`config.mk`:
```
export PLATFORM = sky130hd
export DESIGN_NAME = mcd_core
export DESIGN_NICKNAME = d
export VERILOG_FILES = /design/src/rtl/mcd_pkg.sv /design/src/rtl/mcd_regfile.sv /design/src/rtl/mcd_aluctl.sv /design/src/rtl/mcd_alu.sv /design/src/rtl/mcd_core.sv
export SDC_FILE = /design/constraint.sdc
export NUM_CORES = 2
export LEC_CHECK = 0
export ABC_CLOCK_PERIOD_IN_PS = 10700
export BUFFER_PORTS_ARGS = -buffer_cell sky130_fd_sc_hd__clkbuf_2
export CORE_MARGIN = 3
export CORE_UTILIZATION = 25
export CTS_BUF_LIST = sky130_fd_sc_hd__clkbuf_16
export DETAILED_ROUTE_END_ITERATION = 7
export GPL_TIMING_DRIVEN = 1
export PLACE_DENSITY = 0.36
export SETUP_SLACK_MARGIN = 0.15
export SYNTH_ARGS = -nofsm -noshare
export SYNTH_HDL_FRONTEND = slang
export SYNTH_SLANG_ARGS = --single-unit
export TNS_END_PERCENT = 5
```
`constraint.sdc`:
```
create_clock -name clk -period 10.7 [get_ports clk]
set_clock_uncertainty 0.05 [all_clocks]
set_input_delay 2.14 -clock clk [delete_from_list [all_inputs] [get_ports clk]]
set_output_delay 2.14 -clock clk [all_outputs]
set_load 0.005 [all_outputs]
```
`src/rtl/mcd_pkg.sv`:
```
package mcd_pkg;

  typedef enum logic [2:0] {
    ALU_AND = 3'b000,
    ALU_OR  = 3'b001,
    ALU_ADD = 3'b010,
    ALU_SUB = 3'b110,
    ALU_SLT = 3'b111
  } alu_fn_e;

  localparam logic [1:0] SRCB_REG   = 2'b00;
  localparam logic [1:0] SRCB_FOUR  = 2'b01;
  localparam logic [1:0] SRCB_IMM   = 2'b10;
  localparam logic [1:0] SRCB_IMMSH = 2'b11;

  localparam logic [1:0] PCS_ALU  = 2'b00;
  localparam logic [1:0] PCS_HELD = 2'b01;
  localparam logic [1:0] PCS_JUMP = 2'b10;

  localparam logic [1:0] AOP_ADD   = 2'b00;
  localparam logic [1:0] AOP_SUB   = 2'b01;

endpackage

```
`src/rtl/mcd_regfile.sv`:
```
module mcd_regfile #(
  parameter int XLEN = 32,
  parameter int NREG = 32,
  localparam int AW  = $clog2(NREG)
) (
  input  logic            clk,
  input  logic            rst_n,
  input  logic            we,
  input  logic [AW-1:0]   wa,
  input  logic [XLEN-1:0] wd,
  input  logic [AW-1:0]   ra1,
  input  logic [AW-1:0]   ra2,
  output logic [XLEN-1:0] rd1,
  output logic [XLEN-1:0] rd2
);

  logic [XLEN-1:0] regs [NREG];
  logic            wr_hit;

  assign wr_hit = we && (wa != '0);

  always_ff @(posedge clk or negedge rst_n) begin
    if (!rst_n) begin
      for (int i = 0; i < NREG; i++) regs[i] <= '0;
    end else if (wr_hit) begin
      regs[wa] <= wd;
    end
  end

  assign rd1 = (ra1 == '0) ? '0 : regs[ra1];
  assign rd2 = (ra2 == '0) ? '0 : regs[ra2];


  rf_write_lands_chk: assert property (@(posedge clk) disable iff (!rst_n)
    wr_hit |=> (regs[$past(wa)] == $past(wd)));

endmodule

```
`src/rtl/mcd_aluctl.sv`:
```
module mcd_aluctl
  import mcd_pkg::*;
(
  input  logic [1:0] alu_op,
  input  logic [5:0] funct,
  output alu_fn_e    fn
);

  always_comb begin
    if (alu_op[1]) begin
      case (funct[3:0])
        4'b0000: fn = ALU_ADD;
        4'b0010: fn = ALU_SUB;
        4'b0100: fn = ALU_AND;
        4'b0101: fn = ALU_OR;
        4'b1010: fn = ALU_SLT;
        default: fn = ALU_ADD;
      endcase
    end else if (alu_op[0]) begin
      fn = ALU_SUB;
    end else begin
      fn = ALU_ADD;
    end
  end

endmodule

```
`src/rtl/mcd_alu.sv`:
```
module mcd_alu
  import mcd_pkg::*;
#(
  parameter int XLEN = 32
) (
  input  logic [XLEN-1:0] a,
  input  logic [XLEN-1:0] b,
  input  alu_fn_e         fn,
  output logic [XLEN-1:0] y,
  output logic            zero
);

  logic lt_s;

  assign lt_s = $signed(a) < $signed(b);

  always_comb begin
    case (fn)
      ALU_AND: y = a & b;
      ALU_OR:  y = a | b;
      ALU_SUB: y = a - b;
      ALU_SLT: y = {{(XLEN-1){1'b0}}, lt_s};
      default: y = a + b;
    endcase
  end

  assign zero = (y == '0);

  always_comb begin
    if (fn == ALU_SUB) begin

      sub_zero_eq_chk: assert (zero == (a == b));
    end
  end

endmodule

```
`src/rtl/mcd_core.sv`:
```
module mcd_core
  import mcd_pkg::*;
#(
  parameter int XLEN = 32,
  parameter int NREG = 32
) (
  input  logic            clk,
  input  logic            rst_n,
  input  logic            pc_wr,
  input  logic            pc_wr_cond,
  input  logic            addr_sel,
  input  logic            ir_wr,
  input  logic            reg_wr,
  input  logic            dst_sel,
  input  logic            wb_sel,
  input  logic            srca_sel,
  input  logic [1:0]      srcb_sel,
  input  logic [1:0]      pc_src,
  input  logic [1:0]      alu_op,
  input  logic [XLEN-1:0] mem_rdata,
  output logic [XLEN-1:0] mem_addr,
  output logic [XLEN-1:0] mem_wdata,
  output logic [5:0]      opcode,
  output logic            alu_zero
);

  localparam int AW = $clog2(NREG);
  localparam int IMM_W = 16;
  localparam int JT_W = 26;
  localparam logic [XLEN-1:0] FOUR = XLEN'(4);

  logic [XLEN-1:0] pc_q, pc_d;
  logic [XLEN-1:0] ir_q, ir_d;
  logic [XLEN-1:0] mdr_q, mdr_d;
  logic [XLEN-1:0] a_q, a_d;
  logic [XLEN-1:0] b_q, b_d;
  logic [XLEN-1:0] res_q, res_d;

  logic [XLEN-1:0] rf_rd1, rf_rd2, rf_wd;
  logic [AW-1:0]   rf_wa;
  logic [XLEN-1:0] imm_sx, imm_sh, jmp_tgt;
  logic [XLEN-1:0] op_a, op_b, alu_y;
  logic            pc_en;
  alu_fn_e         fn;

  // instruction fields
  assign opcode  = ir_q[31:26];
  assign imm_sx  = {{(XLEN-IMM_W){ir_q[IMM_W-1]}}, ir_q[IMM_W-1:0]};
  assign imm_sh  = {imm_sx[XLEN-3:0], 2'b00};
  assign jmp_tgt = {pc_q[XLEN-1:XLEN-4], ir_q[JT_W-1:0], 2'b00};

  assign rf_wa = dst_sel ? ir_q[15:11] : ir_q[20:16];
  assign rf_wd = wb_sel ? mdr_q : res_q;

  mcd_regfile #(.XLEN(XLEN), .NREG(NREG)) u_rf (
    .clk  (clk),
    .rst_n(rst_n),
    .we   (reg_wr),
    .wa   (rf_wa),
    .wd   (rf_wd),
    .ra1  (ir_q[25:21]),
    .ra2  (ir_q[20:16]),
    .rd1  (rf_rd1),
    .rd2  (rf_rd2)
  );

  // operand selection
  assign op_a = srca_sel ? a_q : pc_q;

  always_comb begin
    case (srcb_sel)
      SRCB_REG:  op_b = b_q;
      SRCB_FOUR: op_b = FOUR;
      SRCB_IMM:  op_b = imm_sx;
      default:   op_b = imm_sh;
    endcase
  end

  mcd_aluctl u_actl (
    .alu_op(alu_op),
    .funct (ir_q[5:0]),
    .fn    (fn)
  );

  mcd_alu #(.XLEN(XLEN)) u_alu (
    .a   (op_a),
    .b   (op_b),
    .fn  (fn),
    .y   (alu_y),
    .zero(alu_zero)
  );

  // memory side
  assign mem_addr  = addr_sel ? res_q : pc_q;
  assign mem_wdata = b_q;

  // next-state logic
  assign pc_en = pc_wr | (pc_wr_cond & alu_zero);

  always_comb begin
    pc_d = pc_q;
    if (pc_en) begin
      case (pc_src)
        PCS_HELD: pc_d = res_q;
        PCS_JUMP: pc_d = jmp_tgt;
        default:  pc_d = alu_y;
      endcase
    end
    ir_d  = ir_wr ? mem_rdata : ir_q;
    mdr_d = mem_rdata;
    a_d   = rf_rd1;
    b_d   = rf_rd2;
    res_d = alu_y;
  end

  // state registers
  always_ff @(posedge clk or negedge rst_n) begin
    if (!rst_n) begin
      pc_q  <= '0;
      ir_q  <= '0;
      mdr_q <= '0;
      a_q   <= '0;
      b_q   <= '0;
      res_q <= '0;
    end else begin
      pc_q  <= pc_d;
      ir_q  <= ir_d;
      mdr_q <= mdr_d;
      a_q   <= a_d;
      b_q   <= b_d;
      res_q <= res_d;
    end
  end


  pc_hold_chk: assert property (@(posedge clk) disable iff (!rst_n)
    !(pc_wr || (pc_wr_cond && alu_zero)) |=> $stable(pc_q));


  ir_hold_chk: assert property (@(posedge clk) disable iff (!rst_n)
    !ir_wr |=> $stable(ir_q));


  fetch_inc_chk: assert property (@(posedge clk) disable iff (!rst_n)
    (pc_wr && pc_src == PCS_ALU && !srca_sel && srcb_sel == SRCB_FOUR && alu_op == AOP_ADD)
      |=> (pc_q == $past(pc_q) + FOUR));


  jump_region_chk: assert property (@(posedge clk) disable iff (!rst_n)
    (pc_wr && pc_src == PCS_JUMP)
      |=> (pc_q[1:0] == 2'b00 && pc_q[XLEN-1:XLEN-4] == $past(pc_q[XLEN-1:XLEN-4])));

endmodule

```
# == After elaboration in Yosys (flattened, before gate mapping) ==
# Cells that the tools add are included.
# totals
regBits,1216
ramBits,0
mem_bits_ro,0
input_bits,48
n_memories,0
elab_cells,95
latch_bits,0
# op_classes
n_reduce_logical,9
magnitude_cmp,5
shifts,0
eq_ne,11
n_bitwise,8
n_mul,0
div,0
n_mux,21
add_sub_neg,2
# ops
op,count
$bwmux 1024,1
$bmux 32 s5,2
$mux 32,10
$demux 32 s5,1
$pmux 32 s4,1
$pmux 32 s3,1
$pmux 32 s2,1
$add 32x32->32,1
$and 32x32->32,1
$logic_not 32->1,1
$lt 32x32->1,1
$or 32x32->32,1
$sub 32x32->32,1
$ge 6x6->1 const B,3
$not 5->6,3
$pmux 3 s4,1
$logic_not 5->1,2
$eq 4x3->1 const B,2
$eq 3x3->1 const B,2
$lt 6x1->1 const B,1
$mux 3,2
$mux 5,1
$reduce_bool 5->1,1
$eq 2x1->1 const B,2
other kinds (11),13

# == Longest topological paths before layout ==
# depth
ltp_word,9
ltp_mapped,21
ltp_nobuf,16

# == By module ==
# Synthesis repeated with hierarchy kept, for this count alone.
# unflattened
hier_cells,4949
area_unflattened_um2,67644.9
# by_module_without_submodules
mod,cells_each,seq_area_each_um2,area_each_um2,n_inst
mcd_regfile,3514,25624.6,54019.3,1
mcd_core,559,4804.6,8077.7,1
mcd_alu,870,0.0,5491.5,1
mcd_aluctl,6,0.0,56.3,1

# == Worst setup path after synthesis ==
# Ideal clock, no wire load.
# synth_path
path_kind,input to output
from,input srca_sel
to,output alu_zero
setup_slack_ps,2247
path_buffers,2
t_arrival_ps,6263
path_stages,16
cell_sequence,clkbuf_1 -> clkbuf_1 -> mux2_2 -> inv_1 -> ha_1 -> fa_1 -> o21ba_1 -> nor4_2 -> o21ai_1 -> a31o_1 -> o21a_1 -> or4b_4 -> a2111oi_2 -> nand3b_1 -> or4_4 -> nor4b_1
# synth_via
elab_chain_cells,4
# synth_rtl
item,line_no,source
from (decl),mcd_core.sv:16,"input logic srca_sel,"
$mux 32 *,mcd_core.sv:68,assign op_a = srca_sel ? a_q : pc_q;
"$add 32x32->32, or another cell as far along",mcd_alu.sv:23,default: y = a + b;
$pmux 32 s4 *,mcd_alu.sv:18,case (fn)
$logic_not 32->1 *,mcd_alu.sv:27,assign zero = (y == '0);
to (decl),mcd_core.sv:24,output logic alu_zero
# Every way passes the cells marked *; elsewhere a longest branch is shown, timed or not.

# == Final worst setup path ==
# layout_path
from,input srcb_sel[0]
to,output alu_zero
# layout_via
elab_chain_cells,5
# layout_rtl
item,line_no,source
from (decl),mcd_core.sv:17,"input logic [1:0] srcb_sel,"
"$eq 2x2->1, or another cell as far along",mcd_core.sv:71,case (srcb_sel)
$pmux 32 s3 *,mcd_core.sv:71,
"$add 32x32->32, or another cell as far along",mcd_alu.sv:23,
$pmux 32 s4 *,mcd_alu.sv:18,
named net alu_y[18],mcd_core.sv:42,"logic [XLEN-1:0] op_a, op_b, alu_y;"
$logic_not 32->1 *,mcd_alu.sv:27,
# The timed path passes the listed nets; every way through them passes the cells marked *.

==> flow_metrics.env <==
export IMPL_num_vias=48110
export IMPL_cts_root_buffer="clkbuf_16"
export IMPL_path_cells="clkbuf_2 > nor2_2 > buf_4 > a22o_1 > ha_1 > nor4_2 > o21ai_1 > a311oi_1 > nor3_1 > o211ai_1 > nand4b_1 > a2111oi_2 > nand3b_1 > or4_4 > nor4b_1 > clkbuf_2"
export IMPL_cts_clk_slew_worst_paths_ns=0.06
export IMPL_h_tree_depth=4
export IMPL_routabilityCongestion=0.8864
export IMPL_clk_latency_ns=0.81
export IMPL_grt_start_max_net_pins=155
export IMPL_die_h_microns=517.1
export IMPL_netlist_instances=5974
export IMPL_cp_required_ns=8.51
export IMPL_async_reset_ff_share_pct=100.0
export IMPL_crit_family="simple AND/OR/NAND/NOR gates"
export IMPL_fin_util_pct=28.65
export IMPL_worstPathArrival_ns=7.73
export IMPL_port_buffers=118
export IMPL_nets=5934
export IMPL_fp_coreArea_sq_um=259700
export IMPL_avgViaCountPerCell=5.167
export IMPL_routed_wl_mm=262.6
export IMPL_firstDrtPassIters=7
export IMPL_status="finished clean"
export IMPL_areaGrowthSynthToFinish_pct=13.96
export IMPL_hp_class="reg2reg"
export IMPL_crit_slowest_cell="nor2_2"
export IMPL_fmax_ghz=0.1008
export IMPL_antenna_found_initial=11
export IMPL_final_design_area_no_fill_sq_um=74420
export IMPL_min_period_over_period_pct=92.73
export IMPL_ios=119
export IMPL_hold_viol_final=0
export IMPL_start_util_pct=25.15
export IMPL_peakVddDrop_mv=0.1449
export IMPL_synth_seq_cells=1216
export IMPL_detailed_place_area_sq_um=69740
export IMPL_core_rowCount=187
export IMPL_setup_tns_ns=0
export IMPL_ys_types=89
export IMPL_worst_slack_ns=0.7774
export IMPL_hpwl_mm=162.0
export IMPL_drive_above_1_share_pct=21.00
export IMPL_synth_area_sq_um=65310
export IMPL_fp_dieArea_sq_um=267400
export IMPL_ys_flop_type="dfrtp_1"
export IMPL_crit_buf_inv=3
export IMPL_end_kind="output port"
export IMPL_rsz0062_at_grt="no"
export IMPL_slowest_delay_ns=0.62
export IMPL_power_leakage_nw=30.43
export IMPL_numClockSinks=1216
export IMPL_wl_per_cell_microns=28.20
export IMPL_fp_dieW_microns=517.1
export IMPL_cts_path_max_buffers=3
export IMPL_synthesis_nets=6122
export IMPL_grt_pass1_wl_mm=378.5
export IMPL_cap_violations=0
export IMPL_max_slew_margin_pct=14.67
export IMPL_crit_type="in2out"
export IMPL_cpMostUsedCell="clkbuf_2"
export IMPL_min_period_ns=9.923
export IMPL_synth_edf_count=0
export IMPL_hold_ws_ns=0.3409
export IMPL_critPathLaunchType="input pin"
export IMPL_cts_tree="yes"
export IMPL_slew_violations=0
export IMPL_cts_resized=0
export IMPL_hold_buffers=0
export IMPL_tightest_slew_ns=1.253
export IMPL_yosysWarnings=0
export IMPL_setup_violations=0
export IMPL_ant_nets=0
export IMPL_drt_initial_drc_count=3806
export IMPL_path_max_fanout=23
export IMPL_reg2reg_depth=15
export IMPL_dp_slack_ns=0.8623
export IMPL_syn_avg_cell_area_sq_um=10.93
export IMPL_drc=0
export IMPL_cts_buffers=149
export IMPL_worst_hold_path_num_cells=0
export IMPL_grt_overflow_total=0
export IMPL_worst_path_stages=16
export IMPL_power_density_nw_per_um2=290.7
export IMPL_grt_use_total_pct=19.51
export IMPL_postCtsSetupRepairBufs=0
export IMPL_yosysSeqAreaShare_pct=46.59
export IMPL_grt_pass1_vias=48950
## per-stage QoR
stage | cells | total power [W]
finish | 9311 | 0.02163
global route | 9309 | 0.02306
CTS | 9307 | 0.02181
detailed placement | 9037 | 0.01672
global placement | 9037 | 0.01657
floorplan | 5974 | 0.01378
## kinds of logic (layout without fill, tap and decap cells)
logic type	after synthesis	after routing	synth area share, %
xor+xnor	12	12	0.1609
simple gates	1503	1503	9.411
fa+ha+maj	100	100	1.939
compound gates	1559	1559	13.49
other cells	0	4	0
mux	879	879	24.25
flops	1216	1216	46.59
buf+inv	705	636	4.156
## cell type report
type	instances	area, sq um
repair buffers	253	1797
clock buffers	155	3879
inverters	113	426.7
multi-input cells	4053	32800
clock inverters	115	788.3
well taps	3402	4257
fillers	26860	185300
flip-flops and latches	1216	30460
diodes	4	10.01
## Yosys cell counts (5+ instances only)
| library cell | instances | area share [%] |
|---|---|---|
| nand3b_1 | 5 | 0.057 |
| or3_1 | 8 | 0.077 |
| inv_1 | 113 | 0.65 |
| mux2_2 | 111 | 1.9 |
| nand4_1 | 11 | 0.11 |
| buf_4 | 6 | 0.069 |
| nand2b_1 | 13 | 0.12 |
| buf_2 | 18 | 0.14 |
| mux4_2 | 544 | 19 |
| a211oi_1 | 13 | 0.15 |
| a22oi_1 | 23 | 0.26 |
| dfrtp_1 | 1216 | 47 |
| mux2i_1 | 205 | 3.1 |
| mux2_4 | 19 | 0.44 |
| or2_2 | 7 | 0.067 |
| o21ai_0 | 144 | 1.1 |
| o21a_1 | 11 | 0.13 |
| and2_1 | 10 | 0.096 |
| a31oi_1 | 9 | 0.086 |
| nor3_1 | 49 | 0.38 |
| nor2b_1 | 13 | 0.12 |
| ha_1 | 98 | 1.9 |
| o31ai_1 | 10 | 0.11 |
| buf_1 | 80 | 0.46 |
| o22ai_1 | 43 | 0.41 |
| a22o_1 | 23 | 0.31 |
| a21o_1 | 26 | 0.30 |
| a21oi_1 | 1100 | 8.4 |
| clkbuf_1 | 485 | 2.8 |
| or4_1 | 9 | 0.10 |
| xnor2_1 | 11 | 0.15 |
| o211ai_1 | 19 | 0.22 |
| nand3_1 | 16 | 0.12 |
| o221ai_1 | 43 | 0.58 |
| nor2_1 | 1173 | 6.7 |
| nor4_1 | 16 | 0.15 |
| a221oi_1 | 16 | 0.21 |
| nor3b_1 | 6 | 0.069 |
| nand2_1 | 141 | 0.81 |
| o21bai_1 | 10 | 0.11 |
## report_power, final
group	switching, W	internal [W]
sequential	0.00182	0.00671
clock	0.00213	0.00283
combinational	0.00423	0.00391
## path summary, 6_finish.rpt
path | start | endpoint | slack (ns)
max | srcb_sel[0] | alu_zero | 0.78
min | u_rf.regs[993] | u_rf.regs[993] | 0.34
max reg2reg | ir_q[15] | pc_q[15] | 4.12
min reg2reg | u_rf.regs[993] | u_rf.regs[993] | 0.34
max in group asynchronous | rst_n | u_rf.regs[21] | 7.28
min in group asynchronous | rst_n | u_rf.regs[802] | 1.22
## placed cells by master, fill, tap and decap left out, types with 11 or more instances in the layout
cell type     n
nand4_1      11
ha_1         97
a21oi_1    1100
mux2_2      111
a21o_1       26
nor3_1       48
nand2b_1     12
o211ai_1     19
a221oi_1     16
mux2i_1     173
o221ai_1     43
buf_12       15
o22ai_1      43
clkbuf_2    116
buf_4       122
mux4_2      544
mux2i_4      25
nor2_1     1141
clkinv_1     34
nand3_1      16
nor2b_1      13
o21a_1       11
inv_1       154
a211oi_1     13
clkbuf_16   155
a22o_1       23
nor2_4       31
dfrtp_1    1206
nor4_1       15
mux2_4       19
a22oi_1      23
xnor2_1      11
nand2_1     141
o21ai_0     144
clkinv_2     18
## routing by layer
layer	vias up	global-route usage (%)	wire, microns	share of wire [%]
li1	21340	-	-	-
met2	1161	31.91	124300	47
met1	25330	27.53	122000	46
met5	-	0	0	0
met4	0	4.808	6008	2.3
met3	284	2.199	10260	3.9
## state kept, by name, indices dropped and copies added, names as in the netlist
name / count
u_rf.regs: 1024
mem_wdata: 32
res_q: 32
ir_q: 32
a_q: 32
mdr_q: 32
pc_q: 32
No activity file was read; power rests on OpenSTA's default activity.
